--- config.mk ---
export PLATFORM = sky130hd
export DESIGN_NAME = bitband_xlate
export DESIGN_NICKNAME = d
export VERILOG_FILES = /design/src/rtl/bb_pkg.sv /design/src/rtl/bb_decode.sv /design/src/rtl/bb_bitops.sv /design/src/rtl/bb_seq.sv /design/src/rtl/bitband_xlate.sv
export SDC_FILE = /design/constraint.sdc
export NUM_CORES = 1
export LEC_CHECK = 0
export CORE_ASPECT_RATIO = 0.7
export CORE_UTILIZATION = 45
export DETAILED_ROUTE_END_ITERATION = 7
export PLACE_DENSITY = 0.95
export SLEW_MARGIN = 20
export SYNTH_ARGS = -nofsm -noshare
export SYNTH_HDL_FRONTEND = slang
export SYNTH_SLANG_ARGS = --single-unit
--- constraint.sdc ---
create_clock -name clk -period 5 [get_ports clk]
set_input_delay 1 -clock clk [delete_from_list [all_inputs] [get_ports clk]]
set_output_delay 1 -clock clk [all_outputs]
set_load 0.03 [all_outputs]
--- src/rtl/bb_pkg.sv ---
package bb_pkg;

   typedef enum logic [1:0] {
      KIND_READ  = 2'b00,
      KIND_WRITE = 2'b01,
      KIND_FETCH = 2'b10
   } bb_kind_e;

   typedef enum logic [1:0] {
      SEQ_IDLE  = 2'b00,
      SEQ_READ  = 2'b01,
      SEQ_WRITE = 2'b10
   } bb_seq_e;

   function automatic bit bb_is_pow2(input int v);
      return (v > 0) && ((v & (v - 1)) == 0);
   endfunction

endpackage

--- src/rtl/bb_decode.sv ---
module bb_decode #(
   parameter int ADDR_W     = 32,
   parameter int DATA_W     = 32,
   parameter int NUM_WIN    = 2,
   parameter int SPAN_LOG2  = 25,
   parameter bit BIG_ENDIAN = 1'b0,
   parameter logic [NUM_WIN*ADDR_W-1:0] ALIAS_BASES = {32'h4200_0000, 32'h2200_0000},
   parameter logic [NUM_WIN*ADDR_W-1:0] BACK_BASES  = {32'h4000_0000, 32'h2000_0000},
   localparam int POS_W  = $clog2(DATA_W),
   localparam int LANE_W = POS_W - 3
) (
   input  logic [ADDR_W-1:0] addr,
   output logic              hit,
   output logic [ADDR_W-1:0] word_addr,
   output logic [POS_W-1:0]  bitpos
);

   localparam logic [ADDR_W-1:0] LANE_MASK = ADDR_W'((DATA_W / 8) - 1);

   logic [NUM_WIN-1:0]        win_hit;
   logic [ADDR_W-1:0]         win_addr [NUM_WIN];
   logic [POS_W-1:0]          win_pos  [NUM_WIN];

   for (genvar w = 0; w < NUM_WIN; w++) begin : g_win
      localparam logic [ADDR_W-1:0] ABASE = ALIAS_BASES[w*ADDR_W +: ADDR_W];
      localparam logic [ADDR_W-1:0] BBASE = BACK_BASES[w*ADDR_W +: ADDR_W];

      if (ABASE[SPAN_LOG2-1:0] != '0) begin : g_bad_align
         $error("alias base %0d not aligned to its span", w);
      end

      logic [SPAN_LOG2-1:0] off;
      logic [ADDR_W-1:0]    byte_addr;
      logic [LANE_W-1:0]    lane;

      assign off       = addr[SPAN_LOG2-1:0];
      assign win_hit[w] = (addr[ADDR_W-1:SPAN_LOG2] == ABASE[ADDR_W-1:SPAN_LOG2]);
      assign byte_addr = BBASE + ADDR_W'(off >> 5);
      assign win_addr[w] = byte_addr & ~LANE_MASK;

      if (BIG_ENDIAN) begin : g_be
         assign lane = ~byte_addr[LANE_W-1:0];
      end else begin : g_le
         assign lane = byte_addr[LANE_W-1:0];
      end

      assign win_pos[w] = {lane, off[4:2]};
   end

   // lowest-numbered window wins if windows ever overlap
   always_comb begin
      hit       = 1'b0;
      word_addr = '0;
      bitpos    = '0;
      for (int w = NUM_WIN - 1; w >= 0; w--) begin
         if (win_hit[w]) begin
            hit       = 1'b1;
            word_addr = win_addr[w];
            bitpos    = win_pos[w];
         end
      end
   end

endmodule

--- src/rtl/bb_bitops.sv ---
module bb_bitops #(
   parameter int DATA_W = 32,
   localparam int POS_W = $clog2(DATA_W)
) (
   input  logic [DATA_W-1:0] word_in,
   input  logic [POS_W-1:0]  pos,
   input  logic              new_bit,
   output logic              cur_bit,
   output logic [DATA_W-1:0] word_out
);

   always_comb begin
      cur_bit       = word_in[pos];
      word_out      = word_in;
      word_out[pos] = new_bit;
   end

endmodule

--- src/rtl/bb_seq.sv ---
module bb_seq
   import bb_pkg::*;
#(
   parameter int ADDR_W = 32,
   parameter int DATA_W = 32,
   localparam int POS_W = $clog2(DATA_W)
) (
   input  logic              clk,
   input  logic              rst_n,
   input  logic              start,
   input  logic              start_write,
   input  logic [ADDR_W-1:0] start_addr,
   input  logic [POS_W-1:0]  start_pos,
   input  logic              start_bit,
   input  logic              mem_ready,
   input  logic [DATA_W-1:0] mem_rdata,
   output logic              busy,
   output logic              seq_valid,
   output logic              seq_write,
   output logic              seq_lock,
   output logic [ADDR_W-1:0] seq_addr,
   output logic [DATA_W-1:0] seq_wdata,
   output logic              done,
   output logic              done_bit
);

   bb_seq_e           state_q, state_d;
   logic [ADDR_W-1:0] addr_q;
   logic [POS_W-1:0]  pos_q;
   logic              bit_q;
   logic              wr_q;
   logic [DATA_W-1:0] merged_q;
   logic [DATA_W-1:0] merged_d;
   logic              picked;

   bb_bitops #(.DATA_W(DATA_W)) u_bitops (
      .word_in  (mem_rdata),
      .pos      (pos_q),
      .new_bit  (bit_q),
      .cur_bit  (picked),
      .word_out (merged_d)
   );

   always_comb begin
      state_d = state_q;
      done    = 1'b0;
      unique case (state_q)
         SEQ_IDLE: begin
            if (start) state_d = SEQ_READ;
         end
         SEQ_READ: begin
            if (mem_ready) begin
               if (wr_q) begin
                  state_d = SEQ_WRITE;
               end else begin
                  state_d = SEQ_IDLE;
                  done    = 1'b1;
               end
            end
         end
         SEQ_WRITE: begin
            if (mem_ready) begin
               state_d = SEQ_IDLE;
               done    = 1'b1;
            end
         end
         default: state_d = SEQ_IDLE;
      endcase
   end

   always_ff @(posedge clk or negedge rst_n) begin
      if (!rst_n) begin
         state_q  <= SEQ_IDLE;
         addr_q   <= '0;
         pos_q    <= '0;
         bit_q    <= 1'b0;
         wr_q     <= 1'b0;
         merged_q <= '0;
      end else begin
         state_q <= state_d;
         if (state_q == SEQ_IDLE && start) begin
            addr_q <= start_addr;
            pos_q  <= start_pos;
            bit_q  <= start_bit;
            wr_q   <= start_write;
         end
         if (state_q == SEQ_READ && mem_ready) begin
            merged_q <= merged_d;
         end
      end
   end

   assign busy      = (state_q != SEQ_IDLE);
   assign seq_valid = busy;
   assign seq_write = (state_q == SEQ_WRITE);
   assign seq_lock  = busy && wr_q;
   assign seq_addr  = addr_q;
   assign seq_wdata = merged_q;
   assign done_bit  = picked;

endmodule

--- src/rtl/bitband_xlate.sv ---
module bitband_xlate
   import bb_pkg::*;
#(
   parameter int ADDR_W     = 32,
   parameter int DATA_W     = 32,
   parameter int NUM_WIN    = 2,
   parameter int SPAN_LOG2  = 25,
   parameter bit BIG_ENDIAN = 1'b0,
   parameter logic [NUM_WIN*ADDR_W-1:0] ALIAS_BASES = {32'h4200_0000, 32'h2200_0000},
   parameter logic [NUM_WIN*ADDR_W-1:0] BACK_BASES  = {32'h4000_0000, 32'h2000_0000}
) (
   input  logic              clk,
   input  logic              rst_n,
   input  logic              req_valid,
   input  logic [1:0]        req_kind,
   input  logic [ADDR_W-1:0] req_addr,
   input  logic [DATA_W-1:0] req_wdata,
   output logic              req_ready,
   output logic              rsp_err,
   output logic [DATA_W-1:0] rsp_rdata,
   output logic              mem_valid,
   output logic              mem_write,
   output logic              mem_lock,
   output logic [ADDR_W-1:0] mem_addr,
   output logic [DATA_W-1:0] mem_wdata,
   input  logic              mem_ready,
   input  logic [DATA_W-1:0] mem_rdata
);

   localparam int POS_W = $clog2(DATA_W);

   if (!bb_is_pow2(DATA_W) || DATA_W < 16) begin : g_bad_data
      $error("DATA_W must be a power of two of at least 16");
   end
   if (SPAN_LOG2 <= 5 || SPAN_LOG2 >= ADDR_W) begin : g_bad_span
      $error("SPAN_LOG2 must lie between 6 and ADDR_W-1");
   end
   if (NUM_WIN < 1) begin : g_bad_win
      $error("NUM_WIN must be at least 1");
   end

   logic              hit;
   logic [ADDR_W-1:0] xl_addr;
   logic [POS_W-1:0]  xl_pos;
   logic              busy;
   logic              seq_valid, seq_write, seq_lock;
   logic [ADDR_W-1:0] seq_addr;
   logic [DATA_W-1:0] seq_wdata;
   logic              seq_done, seq_bit;
   logic              is_fetch, is_write, alias_go, fetch_rej;

   bb_decode #(
      .ADDR_W      (ADDR_W),
      .DATA_W      (DATA_W),
      .NUM_WIN     (NUM_WIN),
      .SPAN_LOG2   (SPAN_LOG2),
      .BIG_ENDIAN  (BIG_ENDIAN),
      .ALIAS_BASES (ALIAS_BASES),
      .BACK_BASES  (BACK_BASES)
   ) u_decode (
      .addr      (req_addr),
      .hit       (hit),
      .word_addr (xl_addr),
      .bitpos    (xl_pos)
   );

   assign is_fetch  = (req_kind == KIND_FETCH);
   assign is_write  = (req_kind == KIND_WRITE);
   assign alias_go  = req_valid && hit && !is_fetch && !busy;
   assign fetch_rej = req_valid && hit && is_fetch && !busy;

   bb_seq #(.ADDR_W(ADDR_W), .DATA_W(DATA_W)) u_seq (
      .clk         (clk),
      .rst_n       (rst_n),
      .start       (alias_go),
      .start_write (is_write),
      .start_addr  (xl_addr),
      .start_pos   (xl_pos),
      .start_bit   (req_wdata[0]),
      .mem_ready   (mem_ready),
      .mem_rdata   (mem_rdata),
      .busy        (busy),
      .seq_valid   (seq_valid),
      .seq_write   (seq_write),
      .seq_lock    (seq_lock),
      .seq_addr    (seq_addr),
      .seq_wdata   (seq_wdata),
      .done        (seq_done),
      .done_bit    (seq_bit)
   );

   always_comb begin
      if (busy) begin
         mem_valid = seq_valid;
         mem_write = seq_write;
         mem_lock  = seq_lock;
         mem_addr  = seq_addr;
         mem_wdata = seq_wdata;
         req_ready = req_valid && seq_done;
         rsp_err   = 1'b0;
         rsp_rdata = (seq_done && !seq_write) ? DATA_W'(seq_bit) : '0;
      end else begin
         mem_valid = req_valid && !hit;
         mem_write = is_write;
         mem_lock  = 1'b0;
         mem_addr  = req_addr;
         mem_wdata = req_wdata;
         req_ready = hit ? fetch_rej : (req_valid && mem_ready);
         rsp_err   = fetch_rej;
         rsp_rdata = hit ? '0 : mem_rdata;
      end
   end

endmodule

Word-level counts from Yosys, hierarchy flattened --
Cells that the tools add are included.
Word-level totals: flip-flop bits (word level) 73, bits of input ports 102
Cells by class: $add $sub $neg 2, order comparisons 2, equal/unequal tests 9, multiplexer cells 31, reductions and logical operators 20
Operator list (count):
- 2-to-1 mux 32 bit | 6
- adder 31 x 20 -> 32 bit, first input constant | 1
- bitwise mux 32 bit | 1
- adder 30 x 20 -> 31 bit, first input constant | 1
- 2-to-1 mux 1 bit | 14
- logical AND 1 bit | 13
- 2-to-1 mux 5 bit | 2
- 2-to-1 mux 2 bit | 4
- equality test 7 x 5 -> 1 bit, second input constant | 1
- equality test 7 x 6 -> 1 bit, second input constant | 1
- < comparator 5 x 6 -> 1 bit, second input constant | 1
- case mux 2 bit (3 select lines) | 1
- binary-select mux 1 bit (select 5 bit) | 1
- demux 1 bit (select 5 bit) | 1
- greater-or-equal comparator 5 x 1 -> 1 bit, second input constant | 1
- equality test 2 x 1 -> 1 bit, second input constant | 2
- equality test 2 bit, second input constant | 2
- logical NOT 1 bit | 4
- != test 2 bit, second input constant | 2
- AND reduction 3 bit | 1
- logical NOT 2 bit | 1
- != test 2 x 1 -> 1 bit, second input constant | 1
- case mux 1 bit (2 select lines) | 1
- nonzero test 2 bit | 1

Longest topological paths before layout --
word-level depth 8, depth in mapped cells 8, mapped depth without buffers 7

By module --
From an unflattened synthesis, not the netlist that was laid out.
Second synthesis, totals: cell total of the unflattened synthesis 472, area total of the unflattened synthesis 5545.3 um^2
Modules (own cells, without submodules):
- bb_seq | instances 1, cells an instance 174, area each 2880.3 um^2
- bitband_xlate | instances 1, cells an instance 122, area each 1166.1 um^2
- bb_bitops | instances 1, cells an instance 124, area each 937.1 um^2
- bb_decode | instances 1, cells an instance 52, area each 561.8 um^2

Worst setup path after synthesis --
Ideal clock, no wire load.
kind in2out, from input req_addr[26], to output req_ready, arrival 2.357 ns, required time 4.000 ns, path slack 1.643 ns, cell stages on the path 5, path buffers 0, cell sequence nor4_4 and3_1 nand3_1 nor2_1 or2_2
Between the ends: cells in the longest elaborated chain, start to end 8, elaborated cells between the ends (all ways) 9, classes of those cells eq/ne (2); mux (4); reduce/logical (3)
Ends and longest elaborated chain:
- start, declared | line bitband_xlate.sv:16 | input logic [ADDR_W-1:0] req_addr,
- equality test 7 x 6 -> 1 bit | line bb_decode.sv:37 | assign win_hit[w] = (addr[ADDR_W-1:SPAN_LOG2] == ABASE[ADDR_W-1:SPAN_LOG2]);
- 2-to-1 mux 1 bit | line bb_decode.sv:56 | if (win_hit[w]) begin
- 2-to-1 mux 1 bit * | line bb_decode.sv:56
- logical AND 1 bit (3 in a row) | line bitband_xlate.sv:70 | assign fetch_rej = req_valid && hit && is_fetch && !busy;
- 2-to-1 mux 1 bit * | line bitband_xlate.sv:108 | req_ready = hit ? fetch_rej : (req_valid && mem_ready);
- 2-to-1 mux 1 bit * | line bitband_xlate.sv:93 | if (busy) begin
- end, declared | line bitband_xlate.sv:18 | output logic req_ready,
Every way passes the cells marked *; elsewhere a longest branch is shown, timed or not.

Worst setup path in the final report --
from input mem_rdata[27], to output rsp_rdata[0]
Between the ends: cells in the longest elaborated chain, start to end 4
Ends and longest elaborated chain:
- start, declared | line bitband_xlate.sv:27 | input logic [DATA_W-1:0] mem_rdata
- binary-select mux 1 bit (select 5 bit) | line bb_bitops.sv:13 | cur_bit = word_in[pos];
- 2-to-1 mux 1 bit (not written as such) | line bb_bitops.sv:13
- 2-to-1 mux 1 bit | line bitband_xlate.sv:101 | rsp_rdata = (seq_done && !seq_write) ? DATA_W'(seq_bit) : '0;
- 2-to-1 mux 32 bit | line bitband_xlate.sv:93
- end, declared | line bitband_xlate.sv:20 | output logic [DATA_W-1:0] rsp_rdata,
No other way between the ends. The select of a mux whose other input is x is not followed.

==> key figures <==
Setup path
  • Most numerous cell on the critical path: clkdlybuf4s50_1
  • CP Max Fanout: 3
  • R2R Setup Slk: about 2.8 ns
  • CP Cell Sequence: clkdlybuf4s50_1, mux4_2, a32oi_1, o21ai_1, a221o_1, clkdlybuf4s50_1
  • Crit path capture type: output pin
  • Cells on worst reg2reg path: 5
  • Worst path required time: around 4 ns
  • CP peak stage delay: about 0.6 ns
  • Crit path max-delay cell type: clkdlybuf4s50_1
  • Kind of critical path: in -> out
  • Startpoint Class: input pin
  • Buf/Inv on CP: 2
  • Crit path DAT: 3.26 ns
  • Worst r2r src: u_seq.pos_q[0]$_DFFE_PN0P_
  • Crit-path leading delay family: buffers and inverters
  • Reg2Reg Capture Point: u_seq.seq_wdata[2]$_DFFE_PN0P_

Timing
  • Part of the cycle the worst path needs: 0.851
  • Worst slew pin tran: 1.10 ns
  • Post-Route Setup TNS: 0 ns
  • Final Max Tran Viols: 0
  • Unrepaired setup endpoints after global routing: false
  • Rel. slew slack: 0.269
  • Hold_ws: between 0.4 and 0.5 ns
  • Worst Skew: about 0.0069 ns
  • Final Setup Violations: 0
  • Max Clock Freq: 235 MHz
  • Hold Fails Final Rpt: 0
  • Tmin final: about 4.3 ns

GRT
  • GRT Residual Overflow: 0
  • First-pass GRT wire length: 20,100 um
  • Vias in the first global route: 3,977
  • Largest net degree at the start of global routing: between 60 and 70
  • Initial antenna violation count: 0
  • All-Layer GR Usage: 0.276

Clock network
  • Post-CTS setup buffers: 0
  • Cts hold-fix bufs: 0
  • Longest Clk Path Bufs: 2
  • Resize count post-CTS: 0
  • Clock sinks: roughly 60
  • CTS tree: done
  • Worst-path clk slew: approximately 0.050 ns
  • H-tree Lvls: 3
  • Later-pin clock latency in the skew report: 0.32 ns
  • TritonCTS Buffers: 9
  • CTS Root Cell: clkbuf_16

Synthesis
  • Most common flop cell mapped by yosys: dfrtp_1
  • Syn_nets: ~540
  • Seq/Total Area, Yosys: 0.367
  • Dominant cell type by area after synthesis: dfrtp_1
  • Post-synth EDFFs: 0
  • Avg Synthesized Cell Area: between 9 and 10 um2
  • Yosys warnings: 0
  • Register bit count reported by yosys: 61
  • Synth top area share: 0.367
  • Most area-consuming cells after synthesis: dfrtp_1, mux2_2, mux2i_1
  • Post-synthesis instance total: approximately 430
  • Cell Area, Synth: 4160 um2
  • Netlist cell types: 42
  • Share of flip-flops with an asynchronous set or reset: 1.00

Job
  • MaxCap Viol Count: 0

Final layout
  • Number of diodes: 0
  • # fillers: 608
  • Layout Nets: 717
  • Share of cells above drive strength 1: 0.138
  • Synthesis-to-layout area growth: 57.1%

Drt
  • Initial DRC count: approximately 280
  • Drt pass-1 iters: 5
  • Drt drc: 0
  • Detail Route Antenna Nets: 0
  • DR WL/cell: roughly 18 um
  • Routed vias/inst: 5.53
  • DRT Wirelength: between 10,000 and 15,000 um
  • Vias: 4,077

Place
  • GP Congestion: 0.878
  • DP Wirelength: 9740 um
  • Port bufs: roughly 200

Power
  • VDD IR max: approximately 0.00022 V
  • Power density over the cells: 413 nW/um2
  • Leakage: between 2 and 3 nW

Min path
  • Hold Crit Start: u_seq.seq_addr[30]$_DFFE_PN0P_
  • HP Class: reg -> reg
  • Cell depth of the worst hold path: 2
  • Worst hold path endpoint: u_seq.seq_addr[30]$_DFFE_PN0P_

Floorplanning
  • Die area: 9630 um2
  • Die Wd: roughly 120 um
  • Core ar.: between 8000 and 9000 um2
  • Row cnt: 28
  • Die Ht: between 80 and 90 um
  • Initial Util: 0.478
  • Io pins: slightly above 200

Status
  • Status: completed
==> stage by stage <==
| stage | power, W | instance area (um2) | utilization | worst slack (ns) | std cells |
|---|---|---|---|---|---|
| after floorplan | 0.00152 | 4160 | - | 1.64 | 433 |
| after global placement | 0.00200 | 6210 | 0.715 | 0.833 | 721 |
| after detailed placement | 0.00204 | 6210 | 0.715 | 0.768 | 721 |
| after CTS | 0.00271 | 6530 | 0.751 | 0.766 | 737 |
| after global routing | 0.00284 | 6530 | 0.751 | 0.652 | 737 |
| final | 0.00269 | 6530 | 0.751 | 0.744 | 737 |
==> registers in the layout, indices dropped and copies added (netlist names) <==
register / cells
u_seq.seq_addr: 20
u_seq.bit_q: 1
u_seq.pos_q: 5
u_seq.state_q: 2
u_seq.seq_wdata: 32
u_seq.wr_q: 1
==> final cells by class <==
class	instances	area (um2)	share of cell area
Multi-Input combinational cell	325	2450	0.375
Timing Repair Buffer	208	2060	0.316
Sequential cell	61	1530	0.234
Clock buffer	10	229	0.0351
Tap cell	120	150	0.0230
Clock inverter	6	87.6	0.0134
Inverter	7	26.3	0.00402
==> cells by family after synthesis <==
group	after synthesis	synth area share
adders and majority gates	3	0.00903
buffers and inverters	47	0.0491
muxes	100	0.264
xor gates and xnor gates	1	0.00211
DFF	61	0.367
and+or+nand+nor	145	0.180
AOI/OAI and AO/OA	76	0.128
==> synth_stat cells, types with 3 or more instances <==
cell,n
inv_1,7
a32o_1,18
ha_1,3
nor2_1,61
buf_2,6
nor2b_1,4
mux2_2,53
a22o_1,6
and2_1,44
and3_1,4
mux2i_1,44
nand2b_1,3
nor3_1,7
nand3_1,3
clkbuf_1,27
buf_4,3
nand2_1,9
dfrtp_1,61
o21ai_0,4
a21oi_1,33
o22ai_1,5
==> cells in the final DEF (no fill, tap or decap), types with 2 or more instances in the layout <==
cell             instances
nor3_2                   2
nor2_1                  61
mux2_2                  53
nand2b_1                 3
mux2i_1                 44
o41ai_1                  2
ha_1                     2
a21oi_1                 33
nor2b_1                  4
clkbuf_16                9
inv_1                    7
nor3_1                   7
buf_4                    6
o2bb2ai_1                2
nand3_1                  3
mux4_2                   2
a32o_1                  18
clkdlybuf4s50_1        201
and3_1                   4
o22ai_1                  5
clkinv_2                 2
nand2_1                  9
dfrtp_1                 61
o21ai_0                  4
bufinv_16                2
nand3b_1                 2
a22o_1                   6
and2_1                  43
clkinv_4                 2
or3b_1                   2
==> report_power, final <==
group	internal, W	total [W]	switching [W]
Sequential	0.000654	0.000775	0.000121
Clock	0.000436	0.000659	0.000223
Combinational	0.000583	0.00126	0.000678
==> layer usage <==
metal,wire [um],vias up,global-route usage
met3,1230,18,0.0723
met5,0,-,0
met2,6140,213,0.455
li1,-,1899,-
met1,5650,1947,0.361
met4,175,0,0.0785
==> worst reg2reg max path: stages, from the launching register on <==
cell	delay, ns
dfrtp_1	0.62
buf_4	0.34
nand2b_1	0.37
nor4_1	0.35
mux2i_1	0.24
a21oi_1	0.10
==> worst max-delay path by stage <==
stage / cells past startpoint / slack (ns) / end / from
3_5_place_dp: 8 / 0.77 / req_ready / req_addr[26]
6_report: 6 / 0.74 / rsp_rdata[0] / mem_rdata[27]
4_1_cts: 8 / 0.77 / req_ready / req_addr[26]
5_1_grt: 8 / 0.65 / req_ready / req_addr[30]
3_3_place_gp: 6 / 0.83 / rsp_rdata[0] / mem_rdata[26]
2_1_floorplan: 5 / 1.64 / req_ready / req_addr[26]
Power figures use the tool's default switching activity.
